[config.mk]
export PLATFORM = sky130hd
export DESIGN_NAME = hwloop_seq
export DESIGN_NICKNAME = d
export VERILOG_FILES = /design/src/rtl/hwl_pkg.sv /design/src/rtl/hwl_stack.sv /design/src/rtl/hwl_exit_eval.sv /design/src/rtl/hwl_ctrl.sv /design/src/rtl/hwloop_seq.sv
export SDC_FILE = /design/constraint.sdc
export NUM_CORES = 1
export LEC_CHECK = 0
export BUFFER_PORTS_ARGS = -buffer_cell sky130_fd_sc_hd__buf_4
export CORE_MARGIN = 2
export CORE_UTILIZATION = 55
export DETAILED_ROUTE_END_ITERATION = 12
export PLACE_DENSITY = 0.84
export SYNTH_ARGS = -nofsm -noshare
export SYNTH_HDL_FRONTEND = slang
export SYNTH_SLANG_ARGS = --single-unit
[constraint.sdc]
create_clock -name clk -period 5.2 [get_ports clk]
set_input_delay 0.52 -clock clk [delete_from_list [all_inputs] [get_ports clk]]
set_output_delay 0.52 -clock clk [all_outputs]
set_load 0.05 [all_outputs]
[src/rtl/hwl_pkg.sv]
package hwl_pkg;

    typedef enum logic [1:0] {
        ST_EMPTY   = 2'd0,
        ST_LOOPING = 2'd1,
        ST_FULL    = 2'd2
    } seq_state_t;

    typedef enum logic [1:0] {
        TM_COUNT     = 2'd0,
        TM_UNTIL_HI  = 2'd1,
        TM_UNTIL_LO  = 2'd2,
        TM_COUNT_ALT = 2'd3
    } term_mode_t;

endpackage

[src/rtl/hwl_stack.sv]
module hwl_stack #(
    parameter int AW    = 16,
    parameter int CW    = 16,
    parameter int DEPTH = 4,
    parameter int LW    = 3
) (
    input  logic          clk,
    input  logic          rst_n,
    input  logic          push,
    input  logic          pop,
    input  logic          dec,
    input  logic [AW-1:0] push_start,
    input  logic [AW-1:0] push_end,
    input  logic [CW-1:0] push_count,
    input  logic [1:0]    push_mode,
    output logic [LW-1:0] level,
    output logic [AW-1:0] top_start,
    output logic [AW-1:0] top_end,
    output logic [CW-1:0] top_count,
    output logic [1:0]    top_mode
);

    logic [AW-1:0] start_q [DEPTH];
    logic [AW-1:0] end_q   [DEPTH];
    logic [CW-1:0] count_q [DEPTH];
    logic [1:0]    mode_q  [DEPTH];
    logic [LW-1:0] lvl_q;
    logic [DEPTH-1:0] slot_top;

    // Stack pointer: number of loops held.
    always_ff @(posedge clk or negedge rst_n) begin
        if (!rst_n) begin
            lvl_q <= '0;
        end else if (push) begin
            lvl_q <= lvl_q + LW'(1);
        end else if (pop) begin
            lvl_q <= lvl_q - LW'(1);
        end
    end

    // Entry storage: load on push into the free slot, count down the top.
    always_ff @(posedge clk or negedge rst_n) begin
        if (!rst_n) begin
            for (int i = 0; i < DEPTH; i++) begin
                start_q[i] <= '0;
                end_q[i]   <= '0;
                count_q[i] <= '0;
                mode_q[i]  <= '0;
            end
        end else begin
            for (int i = 0; i < DEPTH; i++) begin
                if (push && lvl_q == LW'(i)) begin
                    start_q[i] <= push_start;
                    end_q[i]   <= push_end;
                    count_q[i] <= push_count;
                    mode_q[i]  <= push_mode;
                end else if (dec && lvl_q == LW'(i + 1)) begin
                    count_q[i] <= count_q[i] - CW'(1);
                end
            end
        end
    end

    // One-hot marker of the innermost slot.
    for (genvar gi = 0; gi < DEPTH; gi++) begin : g_top
        assign slot_top[gi] = (lvl_q == LW'(gi + 1));
    end

    always_comb begin
        top_start = '0;
        top_end   = '0;
        top_count = '0;
        top_mode  = '0;
        for (int i = 0; i < DEPTH; i++) begin
            if (slot_top[i]) begin
                top_start = start_q[i];
                top_end   = end_q[i];
                top_count = count_q[i];
                top_mode  = mode_q[i];
            end
        end
    end

    assign level = lvl_q;

endmodule

[src/rtl/hwl_exit_eval.sv]
module hwl_exit_eval
    import hwl_pkg::*;
#(
    parameter int AW = 16,
    parameter int CW = 16
) (
    input  logic          active,
    input  logic [AW-1:0] fetch_pc,
    input  logic [AW-1:0] top_end,
    input  logic [CW-1:0] top_count,
    input  logic [1:0]    top_mode,
    input  logic          cond_flag,
    output logic          loop_back,
    output logic          loop_exit
);

    logic       at_end;
    logic       cond_hit;
    term_mode_t mode;

    assign mode   = term_mode_t'(top_mode);
    assign at_end = active && (fetch_pc == top_end);

    always_comb begin
        unique case (mode)
            TM_UNTIL_HI:  cond_hit = cond_flag;
            TM_UNTIL_LO:  cond_hit = !cond_flag;
            TM_COUNT,
            TM_COUNT_ALT: cond_hit = 1'b0;
            default:      cond_hit = 1'b0;
        endcase
    end

    assign loop_back = at_end && (top_count > CW'(1)) && !cond_hit;
    assign loop_exit = at_end && !loop_back;

endmodule

[src/rtl/hwl_ctrl.sv]
module hwl_ctrl
    import hwl_pkg::*;
#(
    parameter int DEPTH = 4,
    parameter int LW    = 3
) (
    input  logic          clk,
    input  logic          rst_n,
    input  logic          setup_valid,
    input  logic          count_zero,
    input  logic          loop_back,
    input  logic          loop_exit,
    input  logic [LW-1:0] level,
    output seq_state_t    state,
    output logic          push,
    output logic          pop,
    output logic          dec,
    output logic          skip,
    output logic          overflow
);

    seq_state_t state_q;
    seq_state_t state_d;
    logic       ovf_q;
    logic       ovf_set;

    // State register.
    always_ff @(posedge clk or negedge rst_n) begin
        if (!rst_n) begin
            state_q <= ST_EMPTY;
            ovf_q   <= 1'b0;
        end else begin
            state_q <= state_d;
            if (ovf_set) begin
                ovf_q <= 1'b1;
            end
        end
    end

    // Outputs: stack operations and redirect selection.
    always_comb begin
        push    = 1'b0;
        pop     = 1'b0;
        dec     = 1'b0;
        skip    = 1'b0;
        ovf_set = 1'b0;
        unique case (state_q)
            ST_EMPTY: begin
                skip = setup_valid && count_zero;
                push = setup_valid && !count_zero;
            end
            ST_LOOPING: begin
                skip = setup_valid && count_zero;
                push = setup_valid && !count_zero;
                dec  = !setup_valid && loop_back;
                pop  = !setup_valid && loop_exit;
            end
            ST_FULL: begin
                skip    = setup_valid && count_zero;
                ovf_set = setup_valid && !count_zero;
                dec     = !setup_valid && loop_back;
                pop     = !setup_valid && loop_exit;
            end
            default: begin
                skip = 1'b0;
            end
        endcase
    end

    // Next state.
    always_comb begin
        state_d = state_q;
        unique case (state_q)
            ST_EMPTY: begin
                if (push) state_d = ST_LOOPING;
            end
            ST_LOOPING: begin
                if (push && level == LW'(DEPTH - 1)) state_d = ST_FULL;
                else if (pop && level == LW'(1))     state_d = ST_EMPTY;
            end
            ST_FULL: begin
                if (pop) state_d = ST_LOOPING;
            end
            default: state_d = ST_EMPTY;
        endcase
    end

    assign state    = state_q;
    assign overflow = ovf_q;

endmodule

[src/rtl/hwloop_seq.sv]
module hwloop_seq
    import hwl_pkg::*;
#(
    parameter int AW    = 16,
    parameter int CW    = 16,
    parameter int DEPTH = 4,
    parameter int LW    = $clog2(DEPTH + 1)
) (
    input  logic          clk,
    input  logic          rst_n,
    input  logic          setup_valid,
    input  logic [AW-1:0] setup_start,
    input  logic [AW-1:0] setup_end,
    input  logic [CW-1:0] setup_count,
    input  logic [1:0]    setup_mode,
    input  logic [AW-1:0] fetch_pc,
    input  logic          cond_flag,
    output logic [AW-1:0] next_pc,
    output logic          next_pc_override,
    output logic          loop_active,
    output logic [LW-1:0] loop_level,
    output logic [CW-1:0] loop_remaining,
    output logic          overflow_err
);

    logic [AW-1:0] top_start;
    logic [AW-1:0] top_end;
    logic [CW-1:0] top_count;
    logic [1:0]    top_mode;
    logic [LW-1:0] level;
    logic          do_push;
    logic          do_pop;
    logic          do_dec;
    logic          do_skip;
    logic          loop_back;
    logic          loop_exit;
    seq_state_t    fsm_state;

    hwl_stack #(.AW(AW), .CW(CW), .DEPTH(DEPTH), .LW(LW)) u_stack (
        .clk        (clk),
        .rst_n      (rst_n),
        .push       (do_push),
        .pop        (do_pop),
        .dec        (do_dec),
        .push_start (setup_start),
        .push_end   (setup_end),
        .push_count (setup_count),
        .push_mode  (setup_mode),
        .level      (level),
        .top_start  (top_start),
        .top_end    (top_end),
        .top_count  (top_count),
        .top_mode   (top_mode)
    );

    hwl_exit_eval #(.AW(AW), .CW(CW)) u_eval (
        .active    (level != '0),
        .fetch_pc  (fetch_pc),
        .top_end   (top_end),
        .top_count (top_count),
        .top_mode  (top_mode),
        .cond_flag (cond_flag),
        .loop_back (loop_back),
        .loop_exit (loop_exit)
    );

    hwl_ctrl #(.DEPTH(DEPTH), .LW(LW)) u_ctrl (
        .clk         (clk),
        .rst_n       (rst_n),
        .setup_valid (setup_valid),
        .count_zero  (setup_count == '0),
        .loop_back   (loop_back),
        .loop_exit   (loop_exit),
        .level       (level),
        .state       (fsm_state),
        .push        (do_push),
        .pop         (do_pop),
        .dec         (do_dec),
        .skip        (do_skip),
        .overflow    (overflow_err)
    );

    // Next-PC selection: skip over a zero-count body, loop back, or fall through.
    always_comb begin
        if (do_skip) begin
            next_pc          = setup_end + AW'(1);
            next_pc_override = 1'b1;
        end else if (do_dec) begin
            next_pc          = top_start;
            next_pc_override = 1'b1;
        end else begin
            next_pc          = fetch_pc + AW'(1);
            next_pc_override = 1'b0;
        end
    end

    assign loop_active    = (level != '0);
    assign loop_level     = level;
    assign loop_remaining = top_count;

endmodule

==> results.yml, run 1 <==
yosys:
  ys_seq_area_share_pct: 41.4
  syn_inst: 1568
  synth_fp_nets: 1655
  syn-mean-instance-area_um2: 7.93
  yosysTopAreaCell: "dfrtp_1"
  synth_area_um2: 12400
  synthArstFlopShare_pct: 100
  yosysMostFrequentCell: "nand2_1"
  synth_edf_count: 0
  ys_ff_latch: 206
  yosysWarningCount: 0
  synth-main-ff-cell: "dfrtp_1"
  synthTopCellsByArea: "dfrtp_1, nand2_1, nor2_1"
  synth_common_cells: "nand2_1, dfrtp_1, nor2_1, clkbuf_1, or3_1"
  ys_types: 71
  synth_top_area_share_pct: 41.4
place:
  dp_slack_ps: 446
  numPortBuffers: 107
  place_congestion: 0.992
  hpwl_um: 29300
floorplanning:
  core-area_um2: 22400
  dieArea_um2: 23800
  die_w_um: 154
  rows: 55
  pin_count: 108
  initial_utilization_pct: 55.4
  die_h_um: 154
power:
  p_leak_nw: 6.64
  power.density_nw_per_um2: 607
  ir_drop_uv: 409
sta:
  rsz0062_at_grt: "no"
  holdWs_ps: 89.2
  fmax_ghz: 0.201
  hold_viol_final: 0
  fin_skew_ps: 10.8
  slew_headroom_pct: 21.6
  finalSetupTns_ps: 0
  final-max-slew-violation-count: 0
  finalSetupViolCount: 0
  min_period_ps: 4980
  fin_ws_ps: 223
  tightestPinTransition_ps: 1170
  finalCritPeriodShare_pct: 95.7
grt:
  gr-total-overflow: 0
  grt_max_degree: 115
  grt_first_pass_wirelength_um: 68300
  grt_pass1_vias: 12300
  antenna_found_initial: 0
  gr-usage-all-layers_pct: 36.4
critical_path:
  worstSetupEndpointType: "primary output"
  arrival_ps: 4460
  worst-path-max-fanout: 27
  r2r_slack_ps: 610
  reg2reg_depth: 12
  path_class: "reg -> out"
  worst_ep_required_time_ps: 4680
  cp-startpoint: "u_stack.level[0]$_DFFE_PN0P_"
  critPathCapture: "next_pc[0]"
  cp-start-kind: "register"
  worst_r2r_startpoint: "u_stack.level[0]$_DFFE_PN0P_"
  r2r-end: "u_stack.count_q[26]$_DFFE_PN0P_"
finish:
  area_delta_synth_final_pct: 17.9
  layout-drive-gt1-share_pct: 15.2
  n_antenna_cell: 0
  utilization_pct: 65.4
  nets: 1717
drt:
  num_vias: 12800
  drt_pass1_iterations: 6
  drt_iter0_markers: 1569
  drc: 0
  vias_per_cell: 6.62
  drtAntennaViolNets: 0
  avgRoutedWirePerCell_um: 22.6
  drt_wl_total_um: 43700
min_path:
  hp-class: "in -> async"
cts:
  clockBufferDepth: 3
  insertion_delay_ps: 530
  root_buffer: "clkbuf_16"
  cts_buffers: 23
  cts_tree: "done"
  clock-sinks: 206
  h-tree-depth: 1
  path_clk_slew_ps: 60
outcome:
  status: "finished, final reports clean"
flow_run:
  maxCapViolCount: 0
report_power, final:
group	internal (mW)	switching, mW	total, mW
Clock	1.18	0.712	1.89
Combinational	1.37	2.59	3.96
Sequential	2.32	0.731	3.05
sequential cells by signal (all words and copies together) (netlist names):
name,cells
u_ctrl.overflow,1
u_ctrl.state,2
u_stack.count_q,64
u_stack.end_q,64
u_stack.level,3
u_stack.mode_q,8
u_stack.start_q,64
area by class of cell:
cell class / count / area, um^2
inverter: 30 / 113
clock inverter: 12 / 220
sequential: 206 / 5150
fill: 1907 / 7770
tap: 285 / 357
clock buffer: 30 / 652
multi-input combinational: 1222 / 7040
timing repair buffer: 147 / 1130
worst min path at each step:
stage	slack, ps	from	endpoint	cells after the start
2_1_floorplan	220	rst_n	u_ctrl.overflow$_DFFE_PN0P_	0
5_1_grt	170	rst_n	u_stack.count_q[23]$_DFFE_PN0P_	1
6_report	90	rst_n	u_stack.count_q[23]$_DFFE_PN0P_	1
3_3_place_gp	460	u_stack.start_q[22]$_DFFE_PN0P_	u_stack.start_q[22]$_DFFE_PN0P_	2
3_5_place_dp	450	u_stack.end_q[9]$_DFFE_PN0P_	u_stack.end_q[9]$_DFFE_PN0P_	2
4_1_cts	160	rst_n	u_stack.count_q[22]$_DFFE_PN0P_	1
worst max-delay path, cell delays in order (launching register included):
cell and delay [ps]:
dfrtp_1 450, inv_1 110, ha_1 220, buf_4 200, and2_2 460, a2111oi_1 570
o22ai_1 200, nor4_2 460, a31oi_2 310, and3_4 330, mux2i_1 280, mux2i_4 120
buf_4 200
stage by stage:
| step | instances | area, um^2 | total power, mW |
|---|---|---|---|
| finish | 1932 | 14700 | 8.90 |
| global route | 1932 | 14700 | 9.34 |
| CTS | 1928 | 14500 | 8.69 |
| detailed placement | 1886 | 13600 | 6.78 |
| global placement | 1886 | 13600 | 6.64 |
| floorplan | 1568 | 12600 | 5.48 |
cells in the final DEF, fill, tap and decap left out, types with 29 or more instances in the layout:
cell type  instances
inv_1             30
o21ai_0           43
nand2_1          476
buf_4            143
dfrtp_1          206
nor2_1           143
or3_1             54
nand3_1           34
a21oi_1           32
a31oi_1           44
or4_1             29
cells by family after synthesis:
| logic type | Yosys count | synth area share (%) |
|---|---|---|
| fa+ha+maj | 17 | 1.71 |
| buf+inv | 141 | 4.87 |
| mux | 9 | 0.755 |
| flops | 206 | 41.4 |
| compound gates | 281 | 15.9 |
| xor+xnor | 33 | 2.32 |
| simple gates | 881 | 33.0 |
routing by layer:
layer,global-route usage [%],vias up,share of wire [%]
met5,0,-,0
met4,20.8,0,6.5
met3,5.44,193,9.5
met2,58.7,852,46
met1,47.2,6108,38
li1,-,5629,-
repair_timing:
action	CTS	global route
endpoints found under the setup margin	15	16
gates resized for setup	2	22
gates cloned	0	1
hold endpoints to repair	0	0
buffers inserted	0	3
hold buffers	0	0
(Power assumes the default switching activity.)
==> run 2, diff against run 1 <==
--- a/config.mk
+++ b/config.mk
@@ -9,6 +9,7 @@
 export CORE_MARGIN = 2
 export CORE_UTILIZATION = 55
 export DETAILED_ROUTE_END_ITERATION = 12
+export MAX_ROUTING_LAYER = met4
 export PLACE_DENSITY = 0.84
 export SYNTH_ARGS = -nofsm -noshare
 export SYNTH_HDL_FRONTEND = slang
==> results.yml, run 2 (synthesized netlist as in run 1, its figures left out) <==
outcome:
  status: "finished, final reports clean"
cts:
  h-tree-depth: 1
  root_buffer: "clkbuf_16"
  clock-sinks: 206
  clockBufferDepth: 3
  cts_hold_buf: 0
  cts_tree: "done"
  cts_buffers: 23
  insertion_delay_ps: 530
  path_clk_slew_ps: 60
finish:
  area_delta_synth_final_pct: 16.4
  top_regs: "u_stack.count_q: 64 flops, u_stack.end_q: 64 flops, u_stack.start_q: 64 flops"
  n_antenna_cell: 0
  mostFrequentLayoutCells: "nand2_1, dfrtp_1, nor2_1"
  layout-drive-gt1-share_pct: 14.7
  final_common_cell: "nand2_1"
  nets: 1712
  design_area_um2: 14500
  n_fill_cell: 1923
sta:
  min_period_ps: 5000
  rsz0062_at_grt: "no"
  hold_viol_final: 0
  finalSetupViolCount: 0
  tightestPinTransition_ps: 1200
  fin_ws_ps: 204
  fin_skew_ps: 13.5
  fmax_ghz: 0.200
  finalCritPeriodShare_pct: 96.1
  slew_headroom_pct: 19.8
  final-max-slew-violation-count: 0
critical_path:
  worstSetupEndpointType: "primary output"
  arrival_ps: 4480
  path_class: "reg -> out"
  reg2reg_depth: 12
  worst_r2r_startpoint: "u_stack.level[0]$_DFFE_PN0P_"
  cp-start-kind: "register"
  r2r_slack_ps: 540
  worst_ep_required_time_ps: 4680
  worst-path-max-fanout: 25
  r2r-end: "u_stack.count_q[25]$_DFFE_PN0P_"
drt:
  num_vias: 12700
  drt_pass1_iterations: 5
  drtAntennaViolNets: 0
  vias_per_cell: 6.57
  avgRoutedWirePerCell_um: 22.4
  drc: 0
  drt_wl_total_um: 43200
  drt_iter0_markers: 1442
floorplanning:
  die_h_um: 154
  pin_count: 108
  rows: 55
  core-area_um2: 22400
  die_w_um: 154
  dieArea_um2: 23800
  initial_utilization_pct: 55.4
power:
  power.density_nw_per_um2: 590
  p_leak_nw: 6.55
  ir_drop_uv: 325
  total_power_mw: 8.55
grt:
  gr-usage-all-layers_pct: 36.9
  grt_pass1_vias: 11900
  grt_first_pass_wirelength_um: 67100
  grt_max_degree: 96
  gr-total-overflow: 0
  antenna_found_initial: 0
place:
  dpl_cell_area_um2: 13600
  hpwl_um: 29400
  dp_slack_ps: 500
  place_congestion: 1.02
  numPortBuffers: 107
min_path:
  hp-class: "in -> async"
flow_run:
  maxCapViolCount: 0
run 2: changes by cell type in the layout (fill, tap and decap cells not counted), moves of 2 or more:
cell / before / now
bufinv_16: 6 / 0
buf_4: 143 / 139
clkbuf_1: 2 / 5
clkinv_2: 3 / 6
a2111oi_0: 1 / 3
run 2: power breakdown:
| part | leakage (nW) | switching, mW | internal [mW] |
|---|---|---|---|
| combinational | 3.66 | 2.53 | 1.36 |
| sequential | 2.53 | 0.742 | 2.32 |
| clock | 0.363 | 0.699 | 0.895 |
run 2: what timing repair did:
| action | in CTS | in global routing |
|---|---|---|
| resized for setup | 6 | 14 |
| endpoints found under the setup margin | 8 | 16 |
| cloned | 0 | 1 |
| buffers inserted | 0 | 2 |
| hold endpoints to repair | 0 | 0 |
run 2: worst max-delay path by stage:
stage | from | to | slack, ps | cells past startpoint
3_3_place_gp | u_stack.level[0]$_DFFE_PN0P_ | next_pc[0] | 590 | 12
3_5_place_dp | u_stack.level[0]$_DFFE_PN0P_ | next_pc[10] | 500 | 13
6_report | u_stack.level[0]$_DFFE_PN0P_ | next_pc[0] | 200 | 11
2_1_floorplan | u_stack.level[2]$_DFFE_PN0P_ | next_pc[6] | -60 | 19
5_1_grt | u_stack.level[0]$_DFFE_PN0P_ | next_pc[9] | 9 | 14
4_1_cts | u_stack.level[0]$_DFFE_PN0P_ | next_pc[9] | -30 | 13
run 2: final cells by class:
type / instances / area [um^2] / share of cell area, %
Multi-Input combinational cell: 1222 / 7030 / 48.6
Tap cell: 285 / 357 / 2.46
Inverter: 30 / 113 / 0.778
Sequential cell: 206 / 5150 / 35.6
Clock buffer: 33 / 663 / 4.58
Clock inverter: 9 / 66.3 / 0.458
Timing Repair Buffer: 142 / 1100 / 7.58
run 2: critical path, cell delays in order (launching register included):
cell and delay [ps]:
dfrtp_1 430, inv_1 120, ha_1 340, and2_2 490, a2111oi_0 650, o22ai_1 270
nor4_2 440, a31oi_2 290, and3_4 320, mux2i_1 180, mux2i_4 180, buf_4 220
run 2: metrics by stage:
step | util (%) | setup TNS [ps] | hold WS, ps | cells
after global placement | 60.7 | 0 | 449 | 1882
after CTS | 64.1 | -140 | 101 | 1924
final | 64.6 | 0 | 71.8 | 1927
after detailed placement | 60.7 | 0 | 446 | 1882
after global routing | 64.6 | 0 | 122 | 1927
after floorplan | - | -56.3 | 224 | 1568
run 2: per-layer routing:
metal / vias up / share of wire, % / wire, um / global-route usage [%]
met5: - / 0 / 0 / -
met4: 0 / 5.9 / 2540 / 17.9
met3: 173 / 9.4 / 4070 / 5.60
met2: 808 / 46 / 20100 / 58.6
met1: 6062 / 38 / 16600 / 46.6
li1: 5610 / - / - / -
